**src/rtl/fc_pkg.sv**
```systemverilog
`timescale 1ns/1ps
package fc_pkg;
  localparam int TASK_W = 4;
  localparam int PAGE_W = 14;
  localparam int PARM_W = PAGE_W + 2;
  localparam int CODE_W = 8;

  typedef enum logic [2:0] {
    ACT_IDLE   = 3'b000,
    ACT_CRASH  = 3'b001,
    ACT_RESUME = 3'b010,
    ACT_NOTIFY = 3'b100
  } act_e;

  localparam logic [CODE_W-1:0] CC_BREAK  = 8'h10;
  localparam logic [CODE_W-1:0] CC_PARITY = 8'h20;
  localparam logic [CODE_W-1:0] CC_STACK  = 8'h30;
  localparam logic [CODE_W-1:0] CC_BUSPAR = 8'h40;
  localparam logic [CODE_W-1:0] CC_RANGE  = 8'h50;
  localparam logic [CODE_W-1:0] CC_STG1   = 8'h60;
  localparam logic [CODE_W-1:0] CC_STG2   = 8'h70;
  localparam logic [CODE_W-1:0] CC_DOUBLE = 8'h80;
  localparam logic [CODE_W-1:0] CC_NOMEM  = 8'h81;

  localparam logic [PARM_W-1:0] PARM_RANGE = '1;
  localparam logic [PARM_W-1:0] PARM_STACK = PARM_W'(1) << PAGE_W;

  typedef struct packed {
    act_e                act;
    logic [CODE_W-1:0]   code;
    logic [PARM_W-1:0]   parm;
  } verdict_t;

  function automatic verdict_t v_crash(input logic [CODE_W-1:0] c);
    verdict_t v;
    v.act  = ACT_CRASH;
    v.code = c;
    v.parm = '0;
    return v;
  endfunction

  function automatic verdict_t v_notify(input logic [PARM_W-1:0] p);
    verdict_t v;
    v.act  = ACT_NOTIFY;
    v.code = '0;
    v.parm = p;
    return v;
  endfunction

  function automatic logic [CODE_W-1:0] task_code(input logic [CODE_W-1:0] base,
                                                  input logic [TASK_W-1:0] t);
    return base + CODE_W'(t);
  endfunction

  // page fault keeps the top two bits at 00, write protect at 10
  function automatic logic [PARM_W-1:0] page_parm(input logic dirty,
                                                  input logic [PAGE_W-1:0] pg);
    return {dirty, 1'b0, pg};
  endfunction
endpackage

```
**src/rtl/fc_primary.sv**
```systemverilog
`timescale 1ns/1ps
module fc_primary
  import fc_pkg::*;
(
  input  logic              stk_ovf,
  input  logic              cstore_par,
  input  logic              rfile_par,
  input  logic              mem_err,
  input  logic              notify_en,
  input  logic [TASK_W-1:0] cur_task,
  output logic              mem_only,
  output verdict_t          verdict
);
  logic [3:0] field;
  logic       any_par;

  assign field    = {stk_ovf, cstore_par, rfile_par, mem_err};
  assign any_par  = cstore_par | rfile_par;
  assign mem_only = (field == 4'b0001);

  always_comb begin
    verdict = '0;
    if (field == 4'b0000)
      verdict = v_crash(task_code(CC_BREAK, cur_task));
    else if (any_par)
      verdict = v_crash(CC_PARITY + CODE_W'(field));
    else if (stk_ovf)
      verdict = notify_en ? v_notify(PARM_STACK) : v_crash(CC_STACK);
  end
endmodule

```
**src/rtl/fc_mempath.sv**
```systemverilog
`timescale 1ns/1ps
module fc_mempath
  import fc_pkg::*;
(
  input  logic              bus_par,
  input  logic              addr_oob,
  input  logic              st2a,
  input  logic              st2b,
  input  logic              st1a,
  input  logic              st1b,
  input  logic              notify_en,
  input  logic              bus_crash_en,
  input  logic [TASK_W-1:0] cur_task,
  input  logic [TASK_W-1:0] pipe_task,
  input  logic              dirty,
  input  logic [PAGE_W-1:0] vpage,
  output verdict_t          verdict
);
  logic [3:0] stg_idx;
  logic       emu_ref;

  assign stg_idx = {st2a, st2b, st1a, st1b};
  assign emu_ref = (pipe_task == '0);

  always_comb begin
    verdict = '0;
    if (bus_par) begin
      if (bus_crash_en) verdict = v_crash(task_code(CC_BUSPAR, cur_task));
      else              verdict.act = ACT_RESUME;
    end else if (addr_oob) begin
      verdict = notify_en ? v_notify(PARM_RANGE)
                          : v_crash(task_code(CC_RANGE, cur_task));
    end else begin
      casez (stg_idx)
        4'b11??: verdict = v_crash(CC_DOUBLE);
        4'b10??,
        4'b01??: verdict = v_crash(task_code(CC_STG2, pipe_task));
        4'b001?,
        4'b0001: verdict = (notify_en && emu_ref) ? v_notify(page_parm(dirty, vpage))
                                                  : v_crash(task_code(CC_STG1, pipe_task));
        default: verdict = v_crash(CC_NOMEM);
      endcase
    end
  end
endmodule

```
**src/rtl/fault_classifier.sv**
```systemverilog
`timescale 1ns/1ps
module fault_classifier
  import fc_pkg::*;
(
  input  logic              clk,
  input  logic              rst_n,
  input  logic              vld_i,
  input  logic              stk_ovf_i,
  input  logic              cstore_par_i,
  input  logic              rfile_par_i,
  input  logic              mem_err_i,
  input  logic              st2a_err_i,
  input  logic              st2b_err_i,
  input  logic              st1a_err_i,
  input  logic              st1b_err_i,
  input  logic              bus_par_i,
  input  logic              addr_oob_i,
  input  logic              notify_en_i,
  input  logic              bus_crash_en_i,
  input  logic [TASK_W-1:0] cur_task_i,
  input  logic [TASK_W-1:0] pipe_task_i,
  input  logic              dirty_i,
  input  logic [PAGE_W-1:0] vpage_i,
  output logic              done_o,
  output logic [2:0]        action_o,
  output logic [CODE_W-1:0] code_o,
  output logic [PARM_W-1:0] parm_o
);
  // named internal events, observed by the checker
  logic     mem_only_w;
  verdict_t pri_v, mem_v, sel_v, q_v;

  fc_primary u_pri (
    .stk_ovf    (stk_ovf_i),
    .cstore_par (cstore_par_i),
    .rfile_par  (rfile_par_i),
    .mem_err    (mem_err_i),
    .notify_en  (notify_en_i),
    .cur_task   (cur_task_i),
    .mem_only   (mem_only_w),
    .verdict    (pri_v)
  );

  fc_mempath u_mem (
    .bus_par      (bus_par_i),
    .addr_oob     (addr_oob_i),
    .st2a         (st2a_err_i),
    .st2b         (st2b_err_i),
    .st1a         (st1a_err_i),
    .st1b         (st1b_err_i),
    .notify_en    (notify_en_i),
    .bus_crash_en (bus_crash_en_i),
    .cur_task     (cur_task_i),
    .pipe_task    (pipe_task_i),
    .dirty        (dirty_i),
    .vpage        (vpage_i),
    .verdict      (mem_v)
  );

  assign sel_v = mem_only_w ? mem_v : pri_v;

  always_ff @(posedge clk) begin
    if (!rst_n) begin
      done_o <= 1'b0;
      q_v    <= '0;
    end else begin
      done_o <= vld_i;
      if (vld_i) q_v <= sel_v;
    end
  end

  assign action_o = q_v.act;
  assign code_o   = q_v.code;
  assign parm_o   = q_v.parm;
endmodule

```
**config.mk**
```make
export PLATFORM = sky130hd
export DESIGN_NAME = fault_classifier
export DESIGN_NICKNAME = d
export VERILOG_FILES = /design/src/rtl/fc_pkg.sv /design/src/rtl/fc_primary.sv /design/src/rtl/fc_mempath.sv /design/src/rtl/fault_classifier.sv
export SDC_FILE = /design/constraint.sdc
export NUM_CORES = 1
export LEC_CHECK = 0
export BUFFER_PORTS_ARGS = -buffer_cell sky130_fd_sc_hd__buf_2
export CELL_PAD_IN_SITES_DETAIL_PLACEMENT = 1
export CELL_PAD_IN_SITES_GLOBAL_PLACEMENT = 1
export CORE_ASPECT_RATIO = 1.4
export CORE_MARGIN = 2
export CORE_UTILIZATION = 39
export DETAILED_ROUTE_END_ITERATION = 8
export PLACE_DENSITY_LB_ADDON = 0.3
export SYNTH_ARGS = -nofsm -noshare
export SYNTH_HDL_FRONTEND = slang
export SYNTH_HIERARCHICAL = 1
export SYNTH_SLANG_ARGS = --single-unit
```
**constraint.sdc**
```tcl
create_clock -name clk -period 5.8 [get_ports clk]
set_clock_uncertainty 0.15 [all_clocks]
set_input_delay 1.45 -clock clk [delete_from_list [all_inputs] [get_ports clk]]
set_output_delay 1.45 -clock clk [all_outputs]
set_load 0.03 [all_outputs]
```
==> results.toml <==
[timing]
rsz0062_at_grt = "false"
max_clock_freq_ghz = 0.319
drv_slew = 0
final_hold_viol_count = 0
timing.setup.tns_ps = 0
fin_worst_hold_slack_ps = 364
timing.max_slew.rel_slack = 0.149
final-setup-viol-count = 0
timing.final.crit_period_ps = 3140
transition_at_the_pin_with_the_smallest_max_transition_slack_ps = 1280
finalCritPeriodShare = 0.541

[clock_network]
cts_tree = "built"
max-clock-path-buffers = 2
insertion_delay_ps = 270
tritoncts.num_buffers = 3
cts_max_level = 1
postCtsHoldBufs = 0
clkTransAtPathRegs_ps = 90
cts_resized = 0
post_cts_repair_timing_setup_buffer_count = 0
clock-sinks = 28
cts_root_buffer = "sky130_fd_sc_hd__clkbuf_8"

[run_status]
status = "complete, no violations"

[drt]
detail_route.first_pass.iterations = 4
finalWirelength_um = 4830
drt_iter0_drc = 51
routed_wire_per_std_cell_um = 14.6
drt_via_density = 5.21
post-route-drc-count = 0
antenna_violating_nets_post_route = 0
num_vias = 1724

[power]
power_report.internal_total_uw = 343
switchingPower_uw = 144
p_per_area_nw_per_um2 = 224
sw_frac_of_total = 0.296
post-layout-total-power_uw = 487
total_leakage_power_nw = 0.946
vdd.ir_drop.worst_v = 0.000119
power_frac_clock = 0.313
comb_power_share = 0.252
sequentialPowerShare = 0.435

[global_route]
global_route.peak_usage_layer = "met2"
grtUsageTotal = 0.181
groute.layer.met3.usage = 0.0234
grt_start_max_net_pins = 56
antenna_violations_before_repair = 0
global_route_wire_length_before_repair_um = 7960
global_route.overflow_total = 0
grt_pass1_vias = 1767
routing_usage_on_met2 = 0.366
groute.layer.met1.usage = 0.197

[yosys]
synth.distinct_cells = 41
yosys.area_share.adder = 0.0132
synth.top_cells.by_count = "sky130_fd_sc_hd__a21oi_1 (28), sky130_fd_sc_hd__dfxtp_1 (28), sky130_fd_sc_hd__mux2i_1 (27), sky130_fd_sc_hd__o21ai_0 (26), sky130_fd_sc_hd__buf_4 (19)"
number_of_synthesized_flops_with_an_enable_pin = 0
synthSimpleGateAreaFrac = 0.104
postSynthAreaPerCell_um2 = 8.79
yosys_most_used_dff = "sky130_fd_sc_hd__dfxtp_1"
synth_xor_xnor_area_share = 0
synth_top_family_by_area = "compound AO/OA/AOI/OAI gates"
top_cells_by_area_synth = "sky130_fd_sc_hd__dfxtp_1 (30%), sky130_fd_sc_hd__mux2i_1 (14%), sky130_fd_sc_hd__buf_4 (7.5%)"
yosys.area.top_type_share = 0.297
async_flop_share = 0
synth_compound_area_frac = 0.287
synthesis.yosys.warnings = 6
area_of_the_mapped_netlist_um2 = 1890
synth_seq_cells = 28
yosys.area.top_type = "sky130_fd_sc_hd__dfxtp_1"
synthesis.instances = 215
yosys-mux-area-fraction = 0.149
synth_sequential_area_ratio = 0.297

[layout]
fin_nets = 308
multi_input_comb_area_um2 = 1110
n_antenna_cell = 0
drive_gt1_frac = 0.315
num-fill-cells = 612
sequential_cell_area_um2 = 561
finalCoreUtilization = 0.457
syn_to_final_growth_pct = 15.2

[worst_setup_path]
setup.worst_path.class = "input pin to flop"
cp_data_arrival_time_ps = 3190
worstPathRequired_ps = 5850
worstPathMaxFanout = 16
startpoint_type = "input pin"
rr_worst_depth = 2
cp-end-kind = "flop"

[floorplanning]
core_region_area_um2 = 4770
core.rowCount = 30
floorplan.die.height_um = 86.4
fp.dieArea_um2 = 5430
chipWidth_um = 62.8
boundaryPins = 66
initial_core_util = 0.396

[placement]
post-dp-hpwl_um = 3560
portBuffers = 65
place_congestion = 0.754

[run]
drv_cap = 0

[worst_hold_path]
min_delay_path_depth = 2
min-delay-path-class = "flop to flop"
==> per-layer routing <==
metal	vias to the layer above	wire [µm]
met1	817	2020
li1	862	-
met3	2	179
met5	-	0
met4	0	23
met2	43	2600
==> flip-flops by register name, summed over array words and instances, names as in the netlist <==
register / count
code_o: 8
parm_o: 16
done_o: 1
action_o: 3
==> final cells by class <==
cell class / count / area share
inverter: 7 / 0.0121
timing repair buffer: 65 / 0.149
tap: 64 / 0.0368
sequential: 28 / 0.257
multi-input combinational: 163 / 0.511
clock buffer: 3 / 0.0190
clock inverter: 1 / 0.0138
==> power groups by stage <==
stage,Combinational [mW],Clock (mW),Sequential (mW)
after CTS,0.124,0.159,0.212
after global placement,0.121,0,0.216
after detailed placement,0.123,0,0.217
after floorplan,0.0654,0,0.243
after global routing,0.135,0.167,0.214
final,0.123,0.152,0.212
==> through the flow <==
step	area, µm²	std cells	setup slack [ps]
finish	2180	331	2660
global route	2180	331	2510
CTS	2180	331	2670
detailed placement	2110	327	2400
global placement	2110	327	2470
floorplan	1950	232	2800
==> cells in the final DEF, fill, tap and decap left out, drive strengths merged, types with 2 or more instances in the layout <==
cell / n
buf: 65
o21ai: 29
a21oi: 28
dfxtp: 28
mux2i: 27
conb: 18
a31o: 18
inv: 7
nor2: 6
clkbuf: 3
nand2: 3
a32o: 3
and3: 3
and2: 2
nand3b: 2
nor3b: 2
ha: 2
a22o: 2
or2: 2
==> cell families (layout without fill, tap and decap cells) <==
group	Yosys count	in the layout
buf+inv	41	76
flops	28	28
compound gates	85	85
other cells	1	18
mux	28	28
simple gates	30	30
fa+ha+maj	2	2
==> worst paths after layout <==
path / startpoint / endpoint / slack [ps]
hold / removal: parm_o[2] / parm_o[2] / 360
hold reg to reg: parm_o[2] / parm_o[2] / 360
setup reg to reg: parm_o[9] / parm_o[9] / 4960
setup / recovery: notify_en_i / parm_o[1] / 2660
==> worst max-delay path, stage by stage <==
cell	delay (ps)
sky130_fd_sc_hd__buf_2	140
sky130_fd_sc_hd__inv_1	60
sky130_fd_sc_hd__a21oi_1	990
sky130_fd_sc_hd__a31o_2	300
sky130_fd_sc_hd__mux2i_1	80
sky130_fd_sc_hd__a21oi_1	160
Power figures use the tool's default switching activity.
